**config.mk**
```make
export PLATFORM = sky130hd
export DESIGN_NAME = ramp_voice
export DESIGN_NICKNAME = d
export VERILOG_FILES = /design/src/rtl/ramp_pkg.sv /design/src/rtl/ramp_regs.sv /design/src/rtl/ramp_divider.sv /design/src/rtl/ramp_seq.sv /design/src/rtl/ramp_ctrl.sv /design/src/rtl/ramp_voice.sv
export SDC_FILE = /design/constraint.sdc
export NUM_CORES = 1
export LEC_CHECK = 0
export BUFFER_PORTS_ARGS = -buffer_cell sky130_fd_sc_hd__buf_2
export CAP_MARGIN = 20
export CORE_ASPECT_RATIO = 1.25
export CORE_MARGIN = 5
export CORE_UTILIZATION = 35
export CTS_BUF_LIST = sky130_fd_sc_hd__clkbuf_8
export DETAILED_ROUTE_END_ITERATION = 10
export GPL_ROUTABILITY_DRIVEN = 0
export PLACE_DENSITY = 0.54
export SKIP_LAST_GASP = 1
export SYNTH_ARGS = -nofsm -noshare
export SYNTH_HDL_FRONTEND = slang
export SYNTH_HIERARCHICAL = 1
export SYNTH_SLANG_ARGS = --single-unit
```
**constraint.sdc**
```tcl
create_clock -name clk -period 2.3 [get_ports clk]
set_input_delay 0.115 -clock clk [delete_from_list [all_inputs] [get_ports clk]]
set_output_delay 0.115 -clock clk [all_outputs]
set_load 0.01 [all_outputs]
```
**src/rtl/ramp_pkg.sv**
```systemverilog
package ramp_pkg;

    localparam int PERIOD_W = 12;
    localparam int RATE_W   = 6;
    localparam int ACC_W    = 8;
    localparam int SAMPLE_W = 5;
    localparam int NSTEPS   = 14;
    localparam int BYTE_W   = 8;

    typedef enum logic [1:0] {
        SEL_RATE = 2'd0,
        SEL_PLO  = 2'd1,
        SEL_PHI  = 2'd2,
        SEL_NONE = 2'd3
    } wsel_e;

    typedef enum logic [1:0] {
        VS_IDLE  = 2'd0,
        VS_RUN   = 2'd1,
        VS_PAUSE = 2'd2
    } vstate_e;

endpackage

```
**src/rtl/ramp_regs.sv**
```systemverilog
module ramp_regs
    import ramp_pkg::*;
#(
    parameter int PER_W  = PERIOD_W,
    parameter int RT_W   = RATE_W,
    parameter int DATA_W = BYTE_W
) (
    input  logic              clk,
    input  logic              rst_n,
    input  logic              wr_en,
    input  logic [1:0]        wr_sel,
    input  logic [DATA_W-1:0] wr_data,
    output logic [RT_W-1:0]   rate_q,
    output logic [PER_W-1:0]  period_q,
    output logic              en_nxt,
    output logic              dis_pulse
);

    localparam int LO_W   = DATA_W;
    localparam int HI_W   = PER_W - DATA_W;
    localparam int EN_BIT = DATA_W - 1;

    logic [RT_W-1:0]  rate_d;
    logic [PER_W-1:0] per_d;
    logic             en_q;
    logic             en_d;

    always_comb begin
        rate_d = rate_q;
        per_d  = period_q;
        en_d   = en_q;
        if (wr_en) begin
            case (wr_sel)
                SEL_RATE: rate_d = wr_data[RT_W-1:0];
                SEL_PLO:  per_d[LO_W-1:0] = wr_data;
                SEL_PHI: begin
                    per_d[PER_W-1:LO_W] = wr_data[HI_W-1:0];
                    en_d                = wr_data[EN_BIT];
                end
                default: ;
            endcase
        end
    end

    always_ff @(posedge clk or negedge rst_n) begin
        if (!rst_n) begin
            rate_q   <= '0;
            period_q <= '0;
            en_q     <= 1'b0;
        end else begin
            rate_q   <= rate_d;
            period_q <= per_d;
            en_q     <= en_d;
        end
    end

    assign en_nxt    = en_d;
    assign dis_pulse = wr_en && (wr_sel == SEL_PHI) && !wr_data[EN_BIT];

    AST_SEL3_INERT: assert property (@(posedge clk) disable iff (!rst_n)
        (wr_en && wr_sel == SEL_NONE) |=> ($stable(rate_q) && $stable(period_q) && $stable(en_q)));

    AST_RATE_LOAD: assert property (@(posedge clk) disable iff (!rst_n)
        (wr_en && wr_sel == SEL_RATE) |=> (rate_q == $past(wr_data[RT_W-1:0])));

endmodule

```
**src/rtl/ramp_divider.sv**
```systemverilog
module ramp_divider
    import ramp_pkg::*;
#(
    parameter int PER_W = PERIOD_W
) (
    input  logic             clk,
    input  logic             rst_n,
    input  logic             tick,
    input  logic [1:0]       mode,
    input  logic [PER_W-1:0] period,
    output logic             carry
);

    localparam int SH_NIB  = PER_W - 4;
    localparam int SH_BYTE = PER_W - 8;

    logic [PER_W-1:0]   cnt_q;
    logic [PER_W-1:0]   cnt_dec;
    logic [3:0]         nib_hi;
    logic [SH_NIB-1:0]  nib_lo;
    logic [7:0]         byte_hi;
    logic [SH_BYTE-1:0] byte_lo;
    logic               at_zero;

    always_comb begin
        nib_hi  = cnt_q[PER_W-1:SH_NIB] - 4'd1;
        nib_lo  = cnt_q[SH_NIB-1:0] - SH_NIB'(1);
        byte_hi = cnt_q[PER_W-1:SH_BYTE] - 8'd1;
        byte_lo = cnt_q[SH_BYTE-1:0] - SH_BYTE'(1);
        if (mode[1]) begin
            cnt_dec = {nib_hi, nib_lo};
            at_zero = (cnt_q[PER_W-1:SH_NIB] == 4'd0);
        end else if (mode[0]) begin
            cnt_dec = {byte_hi, byte_lo};
            at_zero = (cnt_q[PER_W-1:SH_BYTE] == 8'd0);
        end else begin
            cnt_dec = cnt_q - PER_W'(1);
            at_zero = (cnt_q == '0);
        end
    end

    assign carry = tick && at_zero;

    always_ff @(posedge clk or negedge rst_n) begin
        if (!rst_n) begin
            cnt_q <= '0;
        end else if (tick) begin
            cnt_q <= carry ? period : cnt_dec;
        end
    end

    AST_RELOAD: assert property (@(posedge clk) disable iff (!rst_n)
        carry |=> (cnt_q == $past(period)));

    AST_FROZEN: assert property (@(posedge clk) disable iff (!rst_n)
        !tick |=> $stable(cnt_q));

    AST_NIB_STEP: assert property (@(posedge clk) disable iff (!rst_n)
        (tick && !carry && mode[1]) |=> (cnt_q[PER_W-1:SH_NIB] == $past(cnt_q[PER_W-1:SH_NIB]) - 4'd1));

endmodule

```
**src/rtl/ramp_seq.sv**
```systemverilog
module ramp_seq
    import ramp_pkg::*;
#(
    parameter int RT_W  = RATE_W,
    parameter int AC_W  = ACC_W,
    parameter int OUT_W = SAMPLE_W,
    parameter int STEPS = NSTEPS
) (
    input  logic             clk,
    input  logic             rst_n,
    input  logic             carry,
    input  logic             clear,
    input  logic [RT_W-1:0]  rate,
    output logic [OUT_W-1:0] level
);

    localparam int              STEP_W = $clog2(STEPS);
    localparam logic [STEP_W-1:0] LAST = STEP_W'(STEPS - 1);

    logic [AC_W-1:0]   acc_q;
    logic [AC_W-1:0]   acc_d;
    logic [AC_W-1:0]   acc_sum;
    logic [STEP_W-1:0] step_q;
    logic [STEP_W-1:0] step_d;
    logic              at_last;

    assign acc_sum = acc_q + AC_W'(rate);
    assign at_last = (step_q == LAST);

    always_comb begin
        acc_d  = acc_q;
        step_d = step_q;
        if (carry) begin
            if (at_last) begin
                acc_d  = '0;
                step_d = '0;
            end else begin
                if (step_q[0]) begin
                    acc_d = acc_sum;
                end
                step_d = step_q + STEP_W'(1);
            end
        end
        if (clear) begin
            acc_d = '0;
        end
    end

    always_ff @(posedge clk or negedge rst_n) begin
        if (!rst_n) begin
            acc_q  <= '0;
            step_q <= '0;
        end else begin
            acc_q  <= acc_d;
            step_q <= step_d;
        end
    end

    assign level = acc_q[AC_W-1:AC_W-OUT_W];

    AST_STEP_RANGE: assert property (@(posedge clk) disable iff (!rst_n)
        step_q <= LAST);

    AST_ODD_ADD: assert property (@(posedge clk) disable iff (!rst_n)
        (carry && !clear && step_q[0] && !at_last) |=>
            (acc_q == $past(acc_q) + AC_W'($past(rate))));

    AST_EVEN_HOLD: assert property (@(posedge clk) disable iff (!rst_n)
        (carry && !clear && !step_q[0]) |=> $stable(acc_q));

    AST_WRAP_ZERO: assert property (@(posedge clk) disable iff (!rst_n)
        (carry && at_last) |=> (acc_q == '0 && step_q == '0));

    AST_CLEAR_ZERO: assert property (@(posedge clk) disable iff (!rst_n)
        clear |=> (acc_q == '0));

endmodule

```
**src/rtl/ramp_ctrl.sv**
```systemverilog
module ramp_ctrl
    import ramp_pkg::*;
#(
    parameter int OUT_W = SAMPLE_W
) (
    input  logic             clk,
    input  logic             rst_n,
    input  logic             en_nxt,
    input  logic             halt,
    input  logic [OUT_W-1:0] level,
    output logic             tick,
    output logic [OUT_W-1:0] sample
);

    vstate_e state_q;
    vstate_e state_d;

    always_comb begin
        state_d = state_q;
        unique case (state_q)
            VS_IDLE: begin
                if (en_nxt) state_d = halt ? VS_PAUSE : VS_RUN;
            end
            VS_RUN: begin
                if (!en_nxt)   state_d = VS_IDLE;
                else if (halt) state_d = VS_PAUSE;
            end
            VS_PAUSE: begin
                if (!en_nxt)    state_d = VS_IDLE;
                else if (!halt) state_d = VS_RUN;
            end
            default: state_d = VS_IDLE;
        endcase
    end

    always_ff @(posedge clk or negedge rst_n) begin
        if (!rst_n) state_q <= VS_IDLE;
        else        state_q <= state_d;
    end

    always_comb begin
        tick   = 1'b0;
        sample = '0;
        unique case (state_q)
            VS_RUN: begin
                tick   = 1'b1;
                sample = level;
            end
            default: ;
        endcase
    end

    AST_HALT_STOPS: assert property (@(posedge clk) disable iff (!rst_n)
        halt |=> !tick);

    AST_IDLE_QUIET: assert property (@(posedge clk) disable iff (!rst_n)
        !en_nxt |=> (sample == '0));

endmodule

```
**src/rtl/ramp_voice.sv**
```systemverilog
module ramp_voice
    import ramp_pkg::*;
#(
    parameter int PER_W  = PERIOD_W,
    parameter int RT_W   = RATE_W,
    parameter int AC_W   = ACC_W,
    parameter int OUT_W  = SAMPLE_W,
    parameter int STEPS  = NSTEPS,
    parameter int DATA_W = BYTE_W
) (
    input  logic              clk,
    input  logic              rst_n,
    input  logic              wr_en,
    input  logic [1:0]        wr_sel,
    input  logic [DATA_W-1:0] wr_data,
    input  logic              halt,
    input  logic [1:0]        freq_mode,
    output logic [OUT_W-1:0]  sample
);

    logic [RT_W-1:0]  rate_q;
    logic [PER_W-1:0] period_q;
    logic             en_nxt;
    logic             dis_pulse;
    logic             tick;
    logic             carry;
    logic [OUT_W-1:0] level;

    ramp_regs #(.PER_W(PER_W), .RT_W(RT_W), .DATA_W(DATA_W)) u_regs (
        .clk       (clk),
        .rst_n     (rst_n),
        .wr_en     (wr_en),
        .wr_sel    (wr_sel),
        .wr_data   (wr_data),
        .rate_q    (rate_q),
        .period_q  (period_q),
        .en_nxt    (en_nxt),
        .dis_pulse (dis_pulse)
    );

    ramp_divider #(.PER_W(PER_W)) u_div (
        .clk    (clk),
        .rst_n  (rst_n),
        .tick   (tick),
        .mode   (freq_mode),
        .period (period_q),
        .carry  (carry)
    );

    ramp_seq #(.RT_W(RT_W), .AC_W(AC_W), .OUT_W(OUT_W), .STEPS(STEPS)) u_seq (
        .clk   (clk),
        .rst_n (rst_n),
        .carry (carry),
        .clear (dis_pulse),
        .rate  (rate_q),
        .level (level)
    );

    ramp_ctrl #(.OUT_W(OUT_W)) u_ctrl (
        .clk    (clk),
        .rst_n  (rst_n),
        .en_nxt (en_nxt),
        .halt   (halt),
        .level  (level),
        .tick   (tick),
        .sample (sample)
    );

    AST_CARRY_ONLY_RUN: assert property (@(posedge clk) disable iff (!rst_n)
        carry |-> tick);

endmodule

```
==> results.cfg <==
[routing]
top_layer = met4
drt_iter0_markers = 88
m1WireLength_mm = 2.73
postRouteAntennaNets = 0
avgRoutedWirePerCell_um = 16.5
dr_wl_met2_mm = 2.78
wirelength_mm = 5.80
wl_met3_um = 170
drc = 0
vias = 1930
vias_per_cell = 5.48
dr.pass1.iters = 4

[status]
status = finished clean

[clock_network]
cts.path.max_buffers = 2
cts_made_buffers = 5
tritoncts = yes
path_clk_slew_ns = 0.09
cts_root_buf = clkbuf_8
clk_latency_ns = 0.30
cts.sinks = 45
h-tree-depth = 2

[floorplanning]
die_w_um = 86.5
rows = 34
die_area_um2 = 9140
die_h_um = 106
start_util_pct = 36.3
core_um2 = 7060
io_pins = 21

[cells_and_area]
post-route-util_pct = 41.3
seq_area_um2 = 1130
fillers = 718
area_growth_pct = 13.9
multi_input_area_um2 = 1340
drive_gt1_share_pct = 28.6
diodes = 0
fin_area_um2 = 2920
nets = 288

[logic_synthesis]
synthCells = 234
ys_ff_latch = 45
synth_edf_count = 0
synth_cell_types = 60
synth_largest_area_cell = dfrtp_1
yosys.cell_count.top_type = dfrtp_1
synth_ff_type = dfrtp_1
netlist_area_um2 = 2560
ys_top_cells_by_area = dfrtp_1 44%, mux2_2 8.4%, ha_1 4.9%
async_flop_share_pct = 100
synth_commonest_cells = 45 x dfrtp_1, 19 x mux2_2, 15 x nand2_1
synth-seq-area-share_pct = 44.0
yosys_warnings = 6
avgSynthCellArea_um2 = 10.9
yosysTopAreaCellShare_pct = 44.0
syn_nets = 261

[placed_design]
io_buffer_count = 20
hpwl_mm = 4.21
place_area_um2 = 2760

[worst_setup_path]
arrival_ns = 2.37
start_kind = register
criticalPathCategory = reg -> reg
crit_chain = inv_1, ha_1, nor3b_4, o221ai_4, inv_4, nand2_2, nor3_4, a21bo_1, mux2i_1
crit_buf_inv = 2
cpPeakStageDelay_ns = 0.44
cp-end-kind = register
cp_slowest_cell = dfrtp_1
crit_family = simple AND/OR/NAND/NOR gates
cp_max_fo = 7
cp_data_required_time_ns = 2.52

[power_and_ir_drop]
p_leak_uw = 0.00132
p_per_area_nw_per_um2 = 803
finalPower_uw = 2340
ir_drop_mv = 0.311

[timing]
finalHoldViolCount = 0
fmax_mhz = 466
min_period_ns = 2.14
tightest_slew_ns = 0.494
setup_violations = 0
maxSlewViolCount = 0
whs_ns = 0.0499
max_slew_margin_pct = 67.1
fin_worst_skew_ns = 0.00505
min_period_over_period_pct = 93.2

[global_routing]
antenna_found_initial = 0
grt_util_all_layers_pct = 13.6
grt_start_max_net_pins = 27
gr-total-overflow = 0
grt_first_pass_wirelength_mm = 9.81
grt_pass1_vias = 1940

[flow_run]
max-cap-violations = 0

[hold_path]
hp-class = in -> reg
==> worst paths after layout <==
kind / start / end / slack [ns] / cells after the start
worst max-delay path: u_div/cnt_q[4] / u_seq/acc_q[6] / 0.16 / 9
worst min-delay path: wr_data[6] / u_regs/period_q[6] / 0.05 / 2
worst max register to register: u_div/cnt_q[4] / u_seq/acc_q[6] / 0.16 / 9
worst min register to register: u_ctrl/state_q[0] / u_ctrl/state_q[1] / 0.48 / 1
max in group asynchronous: rst_n / u_regs/period_q[4] / 1.27 / 3
min in group asynchronous: rst_n / u_div/cnt_q[7] / 0.31 / 2
==> final cells by class <==
type | instances | area share, %
Multi-Input combinational cell | 165 | 45.9
Inverter | 13 | 1.76
Clock inverter | 1 | 0.172
Sequential cell | 45 | 38.6
Clock buffer | 7 | 3.30
Tap cell | 90 | 3.86
Timing Repair Buffer | 31 | 6.44
==> state kept, by name, summed over array words and instances, names as in the netlist <==
register,count
u_seq/step_q,4
u_regs/en_q,1
u_div/cnt_q,12
u_seq/acc_q,8
u_regs/period_q,12
u_ctrl/state_q,2
u_regs/rate_q,6
==> cell families after synthesis <==
family,count (synthesis),synth area share (%)
multiplexers,25,10.7
AND/OR/NAND/NOR,60,14.8
buffers and inverters,24,4.74
adder cells (fa/ha/maj),11,5.67
XOR/XNOR,3,1.03
AO/OA/AOI/OAI,66,19.1
flip-flops,45,44.0
==> through the flow <==
| stage | TNS (ns) | worst slack, ns | instances |
|---|---|---|---|
| 2_1_floorplan | 0 | 0.0338 | 234 |
| 3_3_place_gp | 0 | 0.170 | 341 |
| 3_5_place_dp | 0 | 0.0645 | 341 |
| 4_1_cts | 0 | 0.0571 | 351 |
| 5_1_grt | -0.0156 | -0.0156 | 352 |
| 6_report | 0 | 0.156 | 352 |
==> placed cells by master (no fill, tap or decap), types with 9 or more instances in the layout <==
master / instances
nand2_1: 15
inv_1: 12
ha_1: 9
dfrtp_1: 45
buf_4: 9
o21ai_0: 11
nor2_1: 10
buf_2: 20
a21oi_1: 9
mux2_2: 19
==> power breakdown <==
| group | switching [uW] | internal [uW] | total, uW |
|---|---|---|---|
| logic | 315 | 319 | 634 |
| registers | 194 | 966 | 1160 |
| clock network | 278 | 272 | 550 |
==> routing by layer <==
metal	vias up	track usage, %
li1	924	-
met4	0	5.46
met2	45	21.3
met5	-	0
met3	11	2.50
met1	950	18.5
==> worst register-to-register path, stage by stage (launching register included) <==
cell and delay [ns]:
dfrtp_1 0.44, inv_1 0.10, ha_1 0.20, nor3b_4 0.30, o221ai_4 0.17, inv_4 0.11
nand2_2 0.10, nor3_4 0.30, a21bo_1 0.24, mux2i_1 0.11
==> repair_timing <==
item                                    in CTS  in global routing
hold buffers                                 2                  0
hold endpoints to repair                    20                  0
buffers inserted                             0                  1
resized for setup                            0                  7
endpoints found under the setup margin       0                  2
Power figures use the tool's default switching activity.
